**src/rtl/clr_pkg.sv**
```systemverilog
package clr_pkg;

  typedef enum logic [1:0] {
    TRAP_NONE    = 2'd0,
    TRAP_CONTROL = 2'd1,
    TRAP_UNBOUND = 2'd2,
    TRAP_CODE    = 2'd3
  } trap_e;

  typedef enum logic [2:0] {
    A_LINK,
    A_FGLOBAL,
    A_FPC,
    A_GFT,
    A_CBLO,
    A_CBHI,
    A_ENTRY
  } addr_sel_e;

  typedef enum logic [3:0] {
    S_IDLE,
    S_DISP,
    S_INDCAP,
    S_FPC,
    S_FCHK,
    S_GCAP,
    S_CBLO,
    S_CBHI,
    S_CBEND,
    S_PCRD,
    S_PCCAP,
    S_DONE
  } state_e;

  typedef struct packed {
    logic  ldStart;
    logic  ldLink;
    logic  ldFrameGf;
    logic  ldEntryGf;
    logic  ldPc;
    logic  ldCbLo;
    logic  ldCbHi;
    logic  keepCb;
    logic  setTrap;
    trap_e trapSel;
  } strobe_t;

  typedef struct packed {
    logic       linkZero;
    logic [1:0] linkTag;
    logic       depthFull;
    logic       rdZero;
    logic       rdGfZero;
    logic       gfSame;
    logic       cbLoOdd;
  } status_t;

endpackage

```
**src/rtl/clr_datapath.sv**
```systemverilog
module clr_datapath
  import clr_pkg::*;
#(
  parameter logic [15:0] GFT_BASE     = 16'h0400,
  parameter int          MAX_INDIRECT = 8
) (
  input  logic        clk,
  input  logic        rst_n,
  input  strobe_t     stb,
  input  addr_sel_e   addrSel,
  input  logic        busy,
  input  logic        doneIn,
  input  logic        start,
  input  logic [15:0] destLink,
  input  logic [15:0] srcLink,
  input  logic        isReturn,
  input  logic [15:0] curGlobal,
  input  logic [31:0] curCode,
  input  logic [15:0] memRdata,
  output logic [15:0] memAddr,
  output status_t     status,
  output trap_e       trapKind,
  output logic [15:0] trapParam,
  output logic [15:0] newLocal,
  output logic [15:0] newGlobal,
  output logic [31:0] newCode,
  output logic [15:0] newPc
);

  localparam int DW = $clog2(MAX_INDIRECT + 1);

  logic [15:0] linkQ, destQ, srcQ, curGfQ, cbLoQ, gfQ, pcQ, lfQ, paramQ;
  logic [31:0] curCbQ, cbQ;
  logic        retQ;
  logic [1:0]  biasQ;
  logic [DW-1:0] depthQ;
  trap_e       trapQ;

  logic [15:0] gftIndex, entryOff;
  assign gftIndex = {6'b0, linkQ[15:6]};
  assign entryOff = {9'b0, biasQ, 5'b0} + {11'b0, linkQ[5:1]} + 16'd2;

  always_comb begin
    case (addrSel)
      A_LINK:    memAddr = linkQ;
      A_FGLOBAL: memAddr = linkQ - 16'd2;
      A_FPC:     memAddr = linkQ - 16'd1;
      A_GFT:     memAddr = GFT_BASE + gftIndex;
      A_CBLO:    memAddr = gfQ - 16'd2;
      A_CBHI:    memAddr = gfQ - 16'd1;
      A_ENTRY:   memAddr = cbQ[15:0] + entryOff;
      default:   memAddr = linkQ;
    endcase
  end

  assign status.linkZero  = (linkQ == 16'd0);
  assign status.linkTag   = linkQ[1:0];
  assign status.depthFull = (depthQ == DW'(MAX_INDIRECT));
  assign status.rdZero    = (memRdata == 16'd0);
  assign status.rdGfZero  = (memRdata[15:2] == 14'd0);
  assign status.gfSame    = (gfQ == curGfQ);
  assign status.cbLoOdd   = cbLoQ[0];

  always_ff @(posedge clk or negedge rst_n) begin
    if (!rst_n) begin
      linkQ  <= '0; destQ <= '0; srcQ <= '0; curGfQ <= '0; curCbQ <= '0;
      retQ   <= 1'b0; depthQ <= '0; biasQ <= '0; cbLoQ <= '0;
      gfQ    <= '0; pcQ <= '0; cbQ <= '0; lfQ <= '0;
      trapQ  <= TRAP_NONE; paramQ <= '0;
    end else begin
      if (stb.ldStart) begin
        linkQ  <= destLink;
        destQ  <= destLink;
        srcQ   <= srcLink;
        retQ   <= isReturn;
        curGfQ <= curGlobal;
        curCbQ <= curCode;
        depthQ <= '0;
        trapQ  <= TRAP_NONE;
        paramQ <= '0;
      end
      if (stb.ldLink) begin
        linkQ  <= memRdata;
        depthQ <= depthQ + DW'(1);
      end
      if (stb.ldFrameGf) begin
        gfQ   <= memRdata;
        lfQ   <= linkQ;
        biasQ <= 2'd0;
      end
      if (stb.ldEntryGf) begin
        gfQ   <= {memRdata[15:2], 2'b00};
        biasQ <= memRdata[1:0];
        lfQ   <= 16'd0;
      end
      if (stb.ldPc)   pcQ   <= memRdata;
      if (stb.keepCb) cbQ   <= curCbQ;
      if (stb.ldCbLo) cbLoQ <= memRdata;
      if (stb.ldCbHi) cbQ   <= {memRdata, cbLoQ};
      if (stb.setTrap) begin
        trapQ  <= stb.trapSel;
        paramQ <= (stb.trapSel == TRAP_CONTROL) ? (retQ ? 16'd0 : srcQ) : destQ;
      end
    end
  end

  assign trapKind  = trapQ;
  assign trapParam = paramQ;
  assign newLocal  = lfQ;
  assign newGlobal = gfQ;
  assign newCode   = cbQ;
  assign newPc     = pcQ;


  depth_cap_chk: assert property (@(posedge clk) disable iff (!rst_n)
    depthQ <= DW'(MAX_INDIRECT));


  hold_outputs_chk: assert property (@(posedge clk) disable iff (!rst_n)
    (!busy && !start) |=> $stable({trapQ, paramQ, lfQ, gfQ, cbQ, pcQ}));


  ctl_trap_param_chk: assert property (@(posedge clk) disable iff (!rst_n)
    (doneIn && trapQ == TRAP_CONTROL) |-> (paramQ == (retQ ? 16'd0 : srcQ)));


  code_trap_param_chk: assert property (@(posedge clk) disable iff (!rst_n)
    (doneIn && trapQ == TRAP_CODE) |-> (paramQ == destQ));

endmodule

```
**src/rtl/clr_control.sv**
```systemverilog
module clr_control
  import clr_pkg::*;
(
  input  logic      clk,
  input  logic      rst_n,
  input  logic      start,
  input  status_t   status,
  output strobe_t   stb,
  output addr_sel_e addrSel,
  output logic      memRd,
  output logic      busy,
  output logic      resolveDone
);

  state_e stateQ, stateD;
  logic   isProcQ, isProcD;

  always_comb begin
    stb     = '0;
    addrSel = A_LINK;
    memRd   = 1'b0;
    stateD  = stateQ;
    isProcD = isProcQ;
    case (stateQ)
      S_IDLE: if (start) begin
        stb.ldStart = 1'b1;
        stateD      = S_DISP;
      end
      S_DISP: begin
        if (status.linkZero) begin
          stb.setTrap = 1'b1; stb.trapSel = TRAP_CONTROL; stateD = S_DONE;
        end else if (status.linkTag[0]) begin
          memRd = 1'b1; addrSel = A_GFT; isProcD = 1'b1; stateD = S_GCAP;
        end else if (!status.linkTag[1]) begin
          memRd = 1'b1; addrSel = A_FGLOBAL; isProcD = 1'b0; stateD = S_FPC;
        end else if (status.depthFull) begin
          stb.setTrap = 1'b1; stb.trapSel = TRAP_CONTROL; stateD = S_DONE;
        end else begin
          memRd = 1'b1; addrSel = A_LINK; stateD = S_INDCAP;
        end
      end
      S_INDCAP: begin
        stb.ldLink = 1'b1; stateD = S_DISP;
      end
      S_FPC: begin
        stb.ldFrameGf = 1'b1; memRd = 1'b1; addrSel = A_FPC; stateD = S_FCHK;
      end
      S_FCHK: begin
        stb.ldPc = 1'b1;
        if (status.gfSame) begin
          stb.keepCb = 1'b1; stateD = S_DONE;
        end else begin
          stateD = S_CBLO;
        end
      end
      S_GCAP: begin
        stb.ldEntryGf = 1'b1;
        if (status.rdGfZero) begin
          stb.setTrap = 1'b1; stb.trapSel = TRAP_UNBOUND; stateD = S_DONE;
        end else begin
          stateD = S_CBLO;
        end
      end
      S_CBLO: begin
        memRd = 1'b1; addrSel = A_CBLO; stateD = S_CBHI;
      end
      S_CBHI: begin
        stb.ldCbLo = 1'b1; memRd = 1'b1; addrSel = A_CBHI; stateD = S_CBEND;
      end
      S_CBEND: begin
        stb.ldCbHi = 1'b1;
        if (status.cbLoOdd) begin
          stb.setTrap = 1'b1; stb.trapSel = TRAP_CODE; stateD = S_DONE;
        end else if (isProcQ) begin
          stateD = S_PCRD;
        end else begin
          stateD = S_DONE;
        end
      end
      S_PCRD: begin
        memRd = 1'b1; addrSel = A_ENTRY; stateD = S_PCCAP;
      end
      S_PCCAP: begin
        if (status.rdZero) begin
          stb.setTrap = 1'b1; stb.trapSel = TRAP_UNBOUND;
        end else begin
          stb.ldPc = 1'b1;
        end
        stateD = S_DONE;
      end
      S_DONE:  stateD = S_IDLE;
      default: stateD = S_IDLE;
    endcase
  end

  always_ff @(posedge clk or negedge rst_n) begin
    if (!rst_n) begin
      stateQ  <= S_IDLE;
      isProcQ <= 1'b0;
    end else begin
      stateQ  <= stateD;
      isProcQ <= isProcD;
    end
  end

  assign busy        = (stateQ != S_IDLE);
  assign resolveDone = (stateQ == S_DONE);


  done_single_chk: assert property (@(posedge clk) disable iff (!rst_n)
    resolveDone |=> !resolveDone);


  read_only_busy_chk: assert property (@(posedge clk) disable iff (!rst_n)
    memRd |-> busy);


  ignore_start_busy_chk: assert property (@(posedge clk) disable iff (!rst_n)
    (busy && start) |-> !stb.ldStart);

endmodule

```
**src/rtl/ctrl_link_resolver.sv**
```systemverilog
module ctrl_link_resolver
  import clr_pkg::*;
#(
  parameter logic [15:0] GFT_BASE     = 16'h0400,
  parameter int          MAX_INDIRECT = 8
) (
  input  logic        clk,
  input  logic        rst_n,
  input  logic        start,
  input  logic [15:0] destLink,
  input  logic [15:0] srcLink,
  input  logic        isReturn,
  input  logic [15:0] curGlobal,
  input  logic [31:0] curCode,
  output logic        memRd,
  output logic [15:0] memAddr,
  input  logic [15:0] memRdata,
  output logic        busy,
  output logic        resolveDone,
  output logic [1:0]  trapKind,
  output logic [15:0] trapParam,
  output logic [15:0] newLocal,
  output logic [15:0] newGlobal,
  output logic [31:0] newCode,
  output logic [15:0] newPc
);

  strobe_t   stb;
  addr_sel_e addrSel;
  status_t   status;
  trap_e     trapQ;

  clr_control ctl_i (
    .clk         (clk),
    .rst_n       (rst_n),
    .start       (start),
    .status      (status),
    .stb         (stb),
    .addrSel     (addrSel),
    .memRd       (memRd),
    .busy        (busy),
    .resolveDone (resolveDone)
  );

  clr_datapath #(
    .GFT_BASE     (GFT_BASE),
    .MAX_INDIRECT (MAX_INDIRECT)
  ) dp_i (
    .clk       (clk),
    .rst_n     (rst_n),
    .stb       (stb),
    .addrSel   (addrSel),
    .busy      (busy),
    .doneIn    (resolveDone),
    .start     (start),
    .destLink  (destLink),
    .srcLink   (srcLink),
    .isReturn  (isReturn),
    .curGlobal (curGlobal),
    .curCode   (curCode),
    .memRdata  (memRdata),
    .memAddr   (memAddr),
    .status    (status),
    .trapKind  (trapQ),
    .trapParam (trapParam),
    .newLocal  (newLocal),
    .newGlobal (newGlobal),
    .newCode   (newCode),
    .newPc     (newPc)
  );

  assign trapKind = trapQ;

endmodule

```
**config.mk**
```make
export PLATFORM = sky130hd
export DESIGN_NAME = ctrl_link_resolver
export DESIGN_NICKNAME = d
export VERILOG_FILES = /design/src/rtl/clr_pkg.sv /design/src/rtl/clr_datapath.sv /design/src/rtl/clr_control.sv /design/src/rtl/ctrl_link_resolver.sv
export SDC_FILE = /design/constraint.sdc
export NUM_CORES = 1
export LEC_CHECK = 0
export ABC_AREA = 1
export BUFFER_PORTS_ARGS = -buffer_cell sky130_fd_sc_hd__buf_2
export CAP_MARGIN = 20
export CELL_PAD_IN_SITES_DETAIL_PLACEMENT = 1
export CELL_PAD_IN_SITES_GLOBAL_PLACEMENT = 1
export CORE_ASPECT_RATIO = 0.7
export CORE_MARGIN = 2
export CORE_UTILIZATION = 46
export CTS_BUF_LIST = sky130_fd_sc_hd__clkbuf_4 sky130_fd_sc_hd__clkbuf_8
export DETAILED_ROUTE_END_ITERATION = 8
export GPL_ROUTABILITY_DRIVEN = 1
export GPL_TIMING_DRIVEN = 0
export PLACE_DENSITY_LB_ADDON = 0.1
export SLEW_MARGIN = 20
export SYNTH_ARGS = -nofsm -noshare
export SYNTH_HDL_FRONTEND = slang
export SYNTH_HIERARCHICAL = 1
export SYNTH_SLANG_ARGS = --single-unit
```
**constraint.sdc**
```tcl
create_clock -name clk -period 5.78 [get_ports clk]
set_input_delay 0.289 -clock clk [delete_from_list [all_inputs] [get_ports clk]]
set_output_delay 0.289 -clock clk [all_outputs]
set_load 0.005 [all_outputs]
```
==> impl_metrics.py, run 1 <==
metrics = {
    "setup_path": {
        "r2r_cells": 11,
        "r2r_setup_slack_ns": 1.78,
        "crit_required_ns": 5.49,
        "crit_path_end_kind": "output port",
        "crit_path_max_fanout": 10,
        "endpoint": "memAddr[5]",
        "rr_endpoint": "dp_i/newCode[24]",
        "r2r-start": "dp_i/newGlobal[12]",
        "cp_data_arrival_time_ns": 4.82,
        "path_class": "flop to output port",
        "worstSetupStartpoint": "dp_i/linkQ[13]",
        "startpoint_type": "flop",
    },
    "synthesis": {
        "synth-seq-cells": 222,
        "syn_nets": 1602,
        "synthArstFlopShare": 1.00,
        "ys.flop_type": "dfrtp_1",
        "synth-seq-area-share": 0.475,
        "ys.warnings.count": 6,
        "postSynthAreaPerCell_sq_um": 7.89,
        "synth_cell_types": 48,
        "synth_edf_count": 0,
        "synth_area_sq_um": 11700,
        "syn_inst": 1483,
    },
    "pwr": {
        "p_sw_frac": 0.496,
        "p_total_w": 0.00966,
        "switchingPower_w": 0.00479,
        "p_clk_frac": 0.164,
        "p_per_area_nw_per_um2": 655,
        "peakVddDrop_uv": 312,
        "p_int_w": 0.00487,
        "power_leakage_nw": 7.34,
        "p_comb_frac": 0.509,
        "power_frac_seq": 0.327,
    },
    "sta": {
        "clock.fmax_mhz": 196,
        "skew_ns": 0.0478,
        "finalCritPeriodShare": 0.885,
        "slew_viol_final": 0,
        "worst_slack_ns": 0.667,
        "finalSetupViolCount": 0,
        "min_period_ns": 5.11,
        "setup_tns_ns": 0,
        "maxSlewHeadroom": 0.378,
        "final-hold-violation-count": 0,
        "worst_pin_slew_ns": 0.934,
        "rsz0062_at_grt": "no",
    },
    "place": {
        "port_buffers": 216,
        "dp_slack_ns": 1.32,
        "place_hpwl_mm": 35.3,
        "place_area_sq_um": 13300,
        "gp_routability_congestion": 0.917,
    },
    "route": {
        "dr_total_vias": 12700,
        "routed_wl_mm": 50.7,
        "viasPerCell": 5.86,
        "drtIter0Drc": 1087,
        "dr.pass1.iters": 7,
        "drc_errors": 0,
        "avgRoutedWirePerCell_microns": 23.5,
        "ant_nets": 0,
    },
    "clock_tree": {
        "htreeDepth": 2,
        "numCtsBuffers": 37,
        "cts.sinks": 222,
        "cts_tree": "yes",
        "cts_resized": 0,
        "cts-root-buf": "clkbuf_8",
        "clk_latency_ns": 0.58,
        "clk_pin_slew_ns": 0.07,
        "cts_max_path_buffers": 3,
    },
    "layout": {
        "fillers": 3110,
        "final_area_sq_um": 14800,
        "drive_gt1_frac": 0.196,
        "layout_common_cells": "nand2_1 (384), dfrtp_1 (222), buf_2 (220)",
        "fin_nets": 1926,
        "antenna_cells": 0,
        "syn_to_final_growth_pct": 26.1,
        "final_common_cell": "nand2_1",
    },
    "floorplan": {
        "die_w_microns": 195,
        "coreArea_sq_um": 24800,
        "die_h_microns": 137,
        "die_area_sq_um": 26800,
        "ios": 217,
        "initial_utilization": 0.472,
        "placementRows": 48,
    },
    "hold_path": {
        "holdPathStages": 3,
        "min_path_type": "input port to flop",
    },
    "global_route": {
        "antenna_found_initial": 1,
        "grt.overflow.total": 0,
        "grt_pass1_vias": 13100,
        "grt_pass1_wl_mm": 76.3,
        "grt_usage": 0.378,
        "grt_max_degree": 95,
    },
    "status": {
        "run_status": "completed",
    },
    "job": {
        "cap_violations": 0,
    },
}
logic make-up after synthesis:
kind of cell | after synthesis | synth area share
buffers and inverters | 234 | 0.0813
AO/OA/AOI/OAI | 323 | 0.156
XOR/XNOR | 22 | 0.0165
flip-flops | 222 | 0.475
multiplexers | 2 | 0.00192
adder cells (fa/ha/maj) | 19 | 0.0210
AND/OR/NAND/NOR | 661 | 0.248
worst min-delay path by stage:
| stage | start | endpoint | slack [ns] |
|---|---|---|---|
| finish | start | ctl_i/stateQ[0] | 0.02 |
| global route | destLink[0] | dp_i/destQ[0] | 0.008 |
| CTS | isReturn | dp_i/retQ | 0.0003 |
| detailed placement | rst_n | dp_i/curCbQ[17] | 0.26 |
| global placement | dp_i/destQ[3] | dp_i/destQ[3] | 0.45 |
| floorplan | rst_n | ctl_i/isProcQ | -0.007 |
cells in the mapped netlist (6+ instances only):
cell,instances,area (sq um)
a21oi_1,78,390
a22oi_1,15,113
a31oi_1,34,213
buf_1,13,48.8
buf_4,6,45.0
buf_6,6,67.6
clkbuf_1,45,169
dfrtp_1,222,5560
ha_1,18,225
inv_1,145,544
inv_2,11,41.3
nand2_1,384,1440
nand2_2,6,37.5
nand3_1,95,475
nand3b_1,10,75.1
nand4_1,30,188
nor2_1,91,342
nor2_2,11,68.8
nor2_4,8,90.1
nor3_1,6,30.0
nor4_1,6,37.5
o21ai_0,140,701
o21ai_2,6,52.6
o22ai_1,35,219
xnor2_1,18,158
power by group through the flow:
stage	clock (W)	combinational, W	sequential (W)
floorplan	0	0.00302	0.00275
global placement	0	0.00443	0.00306
detailed placement	0	0.00469	0.00308
CTS	0.00158	0.00479	0.00308
global route	0.00166	0.00541	0.00319
finish	0.00158	0.00492	0.00317
flip-flops by register name, indices dropped and copies added, names as in the netlist:
register / flops
ctl_i/isProcQ: 1
ctl_i/stateQ: 4
dp_i/biasQ: 2
dp_i/cbLoQ: 16
dp_i/curCbQ: 32
dp_i/curGfQ: 16
dp_i/depthQ: 4
dp_i/destQ: 16
dp_i/linkQ: 16
dp_i/newCode: 32
dp_i/newGlobal: 16
dp_i/newLocal: 16
dp_i/newPc: 16
dp_i/retQ: 1
dp_i/srcQ: 16
dp_i/trapKind: 2
dp_i/trapParam: 16
critical path: stages (launching register included):
cell	delay, ns
dfrtp_1	0.59
nor4_1	0.35
nand3_1	0.10
nor3_1	0.40
inv_1	0.13
nand2_1	0.15
nor3_1	0.08
or2_1	0.23
buf_6	0.15
nor2_4	0.24
nand2_4	0.10
buf_6	0.16
nor2_1	0.11
a21oi_2	0.07
inv_1	0.09
ha_1	0.20
nand3_1	0.13
nor2_4	0.19
xnor2_1	0.14
nand2_1	0.10
nand3_1	0.08
inv_1	0.04
a21oi_1	0.23
buf_2	0.17
per-layer routing:
metal  global-route usage  share of wire  vias to the layer above  wire, microns
li1                     -              -                     5560              -
met1                0.492           0.41                     6302          20700
met2                0.608           0.45                      660          23000
met3                0.113           0.10                      142           5240
met4                0.128          0.033                        2           1680
met5                    0        0.00034                        -             17
timing repair:
item,CTS,global route
endpoints found under the setup margin,0,0
setup buffers,0,0
hold endpoints to repair,126,0
hold buffers,67,0
through the flow:
step	hold slack, ns	utilization	std cells
after global routing	0.00800	0.595	2160
after global placement	0.449	0.532	2024
after detailed placement	0.263	0.535	2026
final	0.0167	0.595	2160
after floorplan	-0.00659	-	1483
after CTS	0.000297	0.595	2160
area by class of cell:
| cell class | count | area (sq um) | share of cell area |
|---|---|---|---|
| Clock buffer | 58 | 736 | 0.0499 |
| Buffer | 75 | 355 | 0.0241 |
| Sequential cell | 222 | 5560 | 0.376 |
| Multi-Input combinational cell | 1027 | 5200 | 0.352 |
| Timing Repair Buffer | 285 | 1820 | 0.123 |
| Inverter | 159 | 597 | 0.0404 |
| Tap cell | 325 | 407 | 0.0276 |
| Clock inverter | 9 | 93.8 | 0.00636 |
(Power assumes the default switching activity.)
==> run 2: changes to the inputs <==
Settings changed: PLACE_DENSITY set to 0.95, PLACE_DENSITY_LB_ADDON 0.1 to not set.
Clock period 5.78 ns to 6.1 ns, I/O delays scaled along.
==> run 2 against run 1 <==
  * Largest power group unchanged
  * First-iteration DRC count grew 74%
  * Combinational power rose by 5.5%
  * Clock skew rose by 0.032 ns
  * The flow now finishes with violations (hold timing)
  * Worst hold slack worse by 0.037 ns
  * Final area shrank 1.6%
  * Critical path depth stayed put
  * Die area unchanged
  * Critical endpoint unchanged
  * Routed wire length is 26% higher
  * Setup slack got worse by 0.067 ns
  * Non-clock buffer count is 19 lower
  * Total power is 1.9% higher
  * Flip-flop and latch count did not move
==> impl_metrics.py, run 2 (synthesis gave the netlist of run 1 again) <==
metrics = {
    "global_route": {
        "grt_max_degree": 103,
        "use_met2": 0.725,
        "busiest_layer": "met2",
        "grt.overflow.total": 0,
        "grt_usage": 0.478,
        "antenna_found_initial": 6,
        "grt_use_met3": 0.208,
        "use_met1": 0.549,
        "grt_pass1_wl_mm": 94.6,
        "grt_pass1_vias": 15200,
    },
    "route": {
        "viasPerCell": 6.75,
        "drc_errors": 0,
        "ant_nets": 0,
        "drtIter0Drc": 1891,
        "routed_wl_mm": 63.8,
        "dr_total_vias": 14400,
        "avgRoutedWirePerCell_microns": 29.8,
        "dr.pass1.iters": 7,
    },
    "layout": {
        "final_common_cell": "nand2_1",
        "drive_gt1_frac": 0.196,
        "multiInputGateArea_sq_um": 5200,
        "syn_to_final_growth_pct": 24.1,
        "layout_common_cells": "nand2_1 (384), dfrtp_1 (222), buf_2 (220)",
        "final_core_utilization": 0.585,
        "fillers": 3083,
        "fin_nets": 1907,
        "ff_latch_area_sq_um": 5560,
        "final_area_sq_um": 14500,
    },
    "pwr": {
        "p_comb_frac": 0.527,
        "power_leakage_nw": 7.23,
        "p_clk_frac": 0.155,
        "switchingPower_w": 0.00526,
        "p_int_w": 0.00458,
        "p_per_area_nw_per_um2": 678,
        "p_total_w": 0.00985,
        "peakVddDrop_uv": 274,
        "p_sw_frac": 0.535,
        "power_frac_seq": 0.318,
    },
    "sta": {
        "clock.fmax_mhz": 182,
        "worst_pin_slew_ns": 0.997,
        "finalCritPeriodShare": 0.902,
        "fin_hold_ws_ns": -0.0205,
        "maxSlewHeadroom": 0.335,
        "final-hold-violation-count": 2,
        "min_period_ns": 5.50,
        "skew_ns": 0.0803,
        "setup_tns_ns": 0,
        "slew_viol_final": 0,
        "rsz0062_at_grt": "no",
        "finalSetupViolCount": 0,
    },
    "setup_path": {
        "r2r_cells": 12,
        "cp_data_arrival_time_ns": 5.20,
        "r2r-start": "dp_i/newGlobal[11]",
        "path_class": "flop to output port",
        "cp_cell_sequence": "nor4_1 -> nand3_1 -> nor3_1 -> inv_1 -> nand2_1 -> nor3_1 -> or2_1 -> buf_6 -> nor2_4 -> nand2_4 -> buf_6 -> nor2_1 -> a21oi_2 -> inv_1 -> ha_1 -> nand3_1 -> nor2_4 -> xnor2_1 -> nand2_1 -> nand3_1 -> inv_1 -> a21oi_1 -> buf_2",
        "crit_required_ns": 5.79,
        "crit_path_end_kind": "output port",
        "startpoint_type": "flop",
        "crit_path_top_delay_cell": "dfrtp_1",
        "crit_path_max_fanout": 10,
        "worstSetupStartpoint": "dp_i/linkQ[13]",
        "cp_slowest_stage_delay_ns": 0.60,
    },
    "clock_tree": {
        "postCtsSetupRepairBufs": 0,
        "clk_latency_ns": 0.61,
        "ctsHoldBuffers": 48,
        "cts.sinks": 222,
        "clk_pin_slew_ns": 0.07,
        "htreeDepth": 2,
        "numCtsBuffers": 37,
        "cts_resized": 0,
        "cts-root-buf": "clkbuf_8",
        "cts_max_path_buffers": 3,
        "cts_tree": "yes",
    },
    "floorplan": {
        "coreArea_sq_um": 24800,
        "ios": 217,
        "die_h_microns": 137,
        "die_area_sq_um": 26800,
        "placementRows": 48,
        "initial_utilization": 0.472,
        "die_w_microns": 195,
    },
    "status": {
        "violations": "hold timing",
        "run_status": "finished with violations",
    },
    "place": {
        "port_buffers": 216,
        "gp_routability_congestion": 0.944,
        "place_hpwl_mm": 35.9,
        "place_area_sq_um": 13300,
    },
    "hold_path": {
        "min_path_type": "input port to flop",
        "holdPathStages": 3,
        "hold_start": "curCode[18]",
    },
    "job": {
        "cap_violations": 0,
    },
}
[run 2: path summary, 6_finish.rpt]
check                                   end  slack [ns]
max reg2reg                dp_i/newCode[11]        1.46
max in group asynchronous   dp_i/curGfQ[15]        5.04
min in group asynchronous     dp_i/srcQ[11]        0.19
min                         dp_i/curCbQ[18]       -0.02
min reg2reg                    dp_i/srcQ[1]        0.49
max                              memAddr[5]        0.60
[run 2: routing by layer]
layer  wire length, microns  share of wire  vias to the layer above
met5                     77         0.0012                        -
met2                  26700           0.42                     1490
li1                       -              -                     5518
met1                  21600           0.34                     6848
met3                   9720           0.15                      583
met4                   5680          0.089                        8
[run 2: area by class of cell]
class	instances	area share
Sequential cell	222	0.383
Multi-Input combinational cell	1027	0.358
Timing Repair Buffer	266	0.112
Antenna cell	3	0.000517
Inverter	159	0.0411
Tap cell	325	0.0280
Clock buffer	57	0.0484
Buffer	75	0.0245
Clock inverter	6	0.00491
[run 2: through the flow]
stage	hold WS [ns]	cells	setup WS [ns]
after global routing	0.00495	2137	0.534
final	-0.0205	2140	0.600
after CTS	0.00153	2137	1.06
after detailed placement	0.180	2026	1.74
after global placement	0.450	2024	0.991
after floorplan	0.00941	1483	2.71
[run 2: worst max-delay path, delay by kind of cell (launching register included)]
kind	cells	cell delay (ns)
and+or+nand+nor	13	2.56
xor gates and xnor gates	1	0.13
buffers and inverters	6	0.81
adders and majority gates	1	0.21
AOI/OAI and AO/OA	2	0.31
DFF	1	0.60
[run 2: power by group through the flow]
stage | Clock (W) | Combinational (W) | Sequential, W
3_5_place_dp | 0 | 0.00447 | 0.00290
6_report | 0.00153 | 0.00519 | 0.00313
5_1_grt | 0.00157 | 0.00550 | 0.00310
3_3_place_gp | 0 | 0.00417 | 0.00287
4_1_cts | 0.00146 | 0.00468 | 0.00293
2_1_floorplan | 0 | 0.00286 | 0.00260
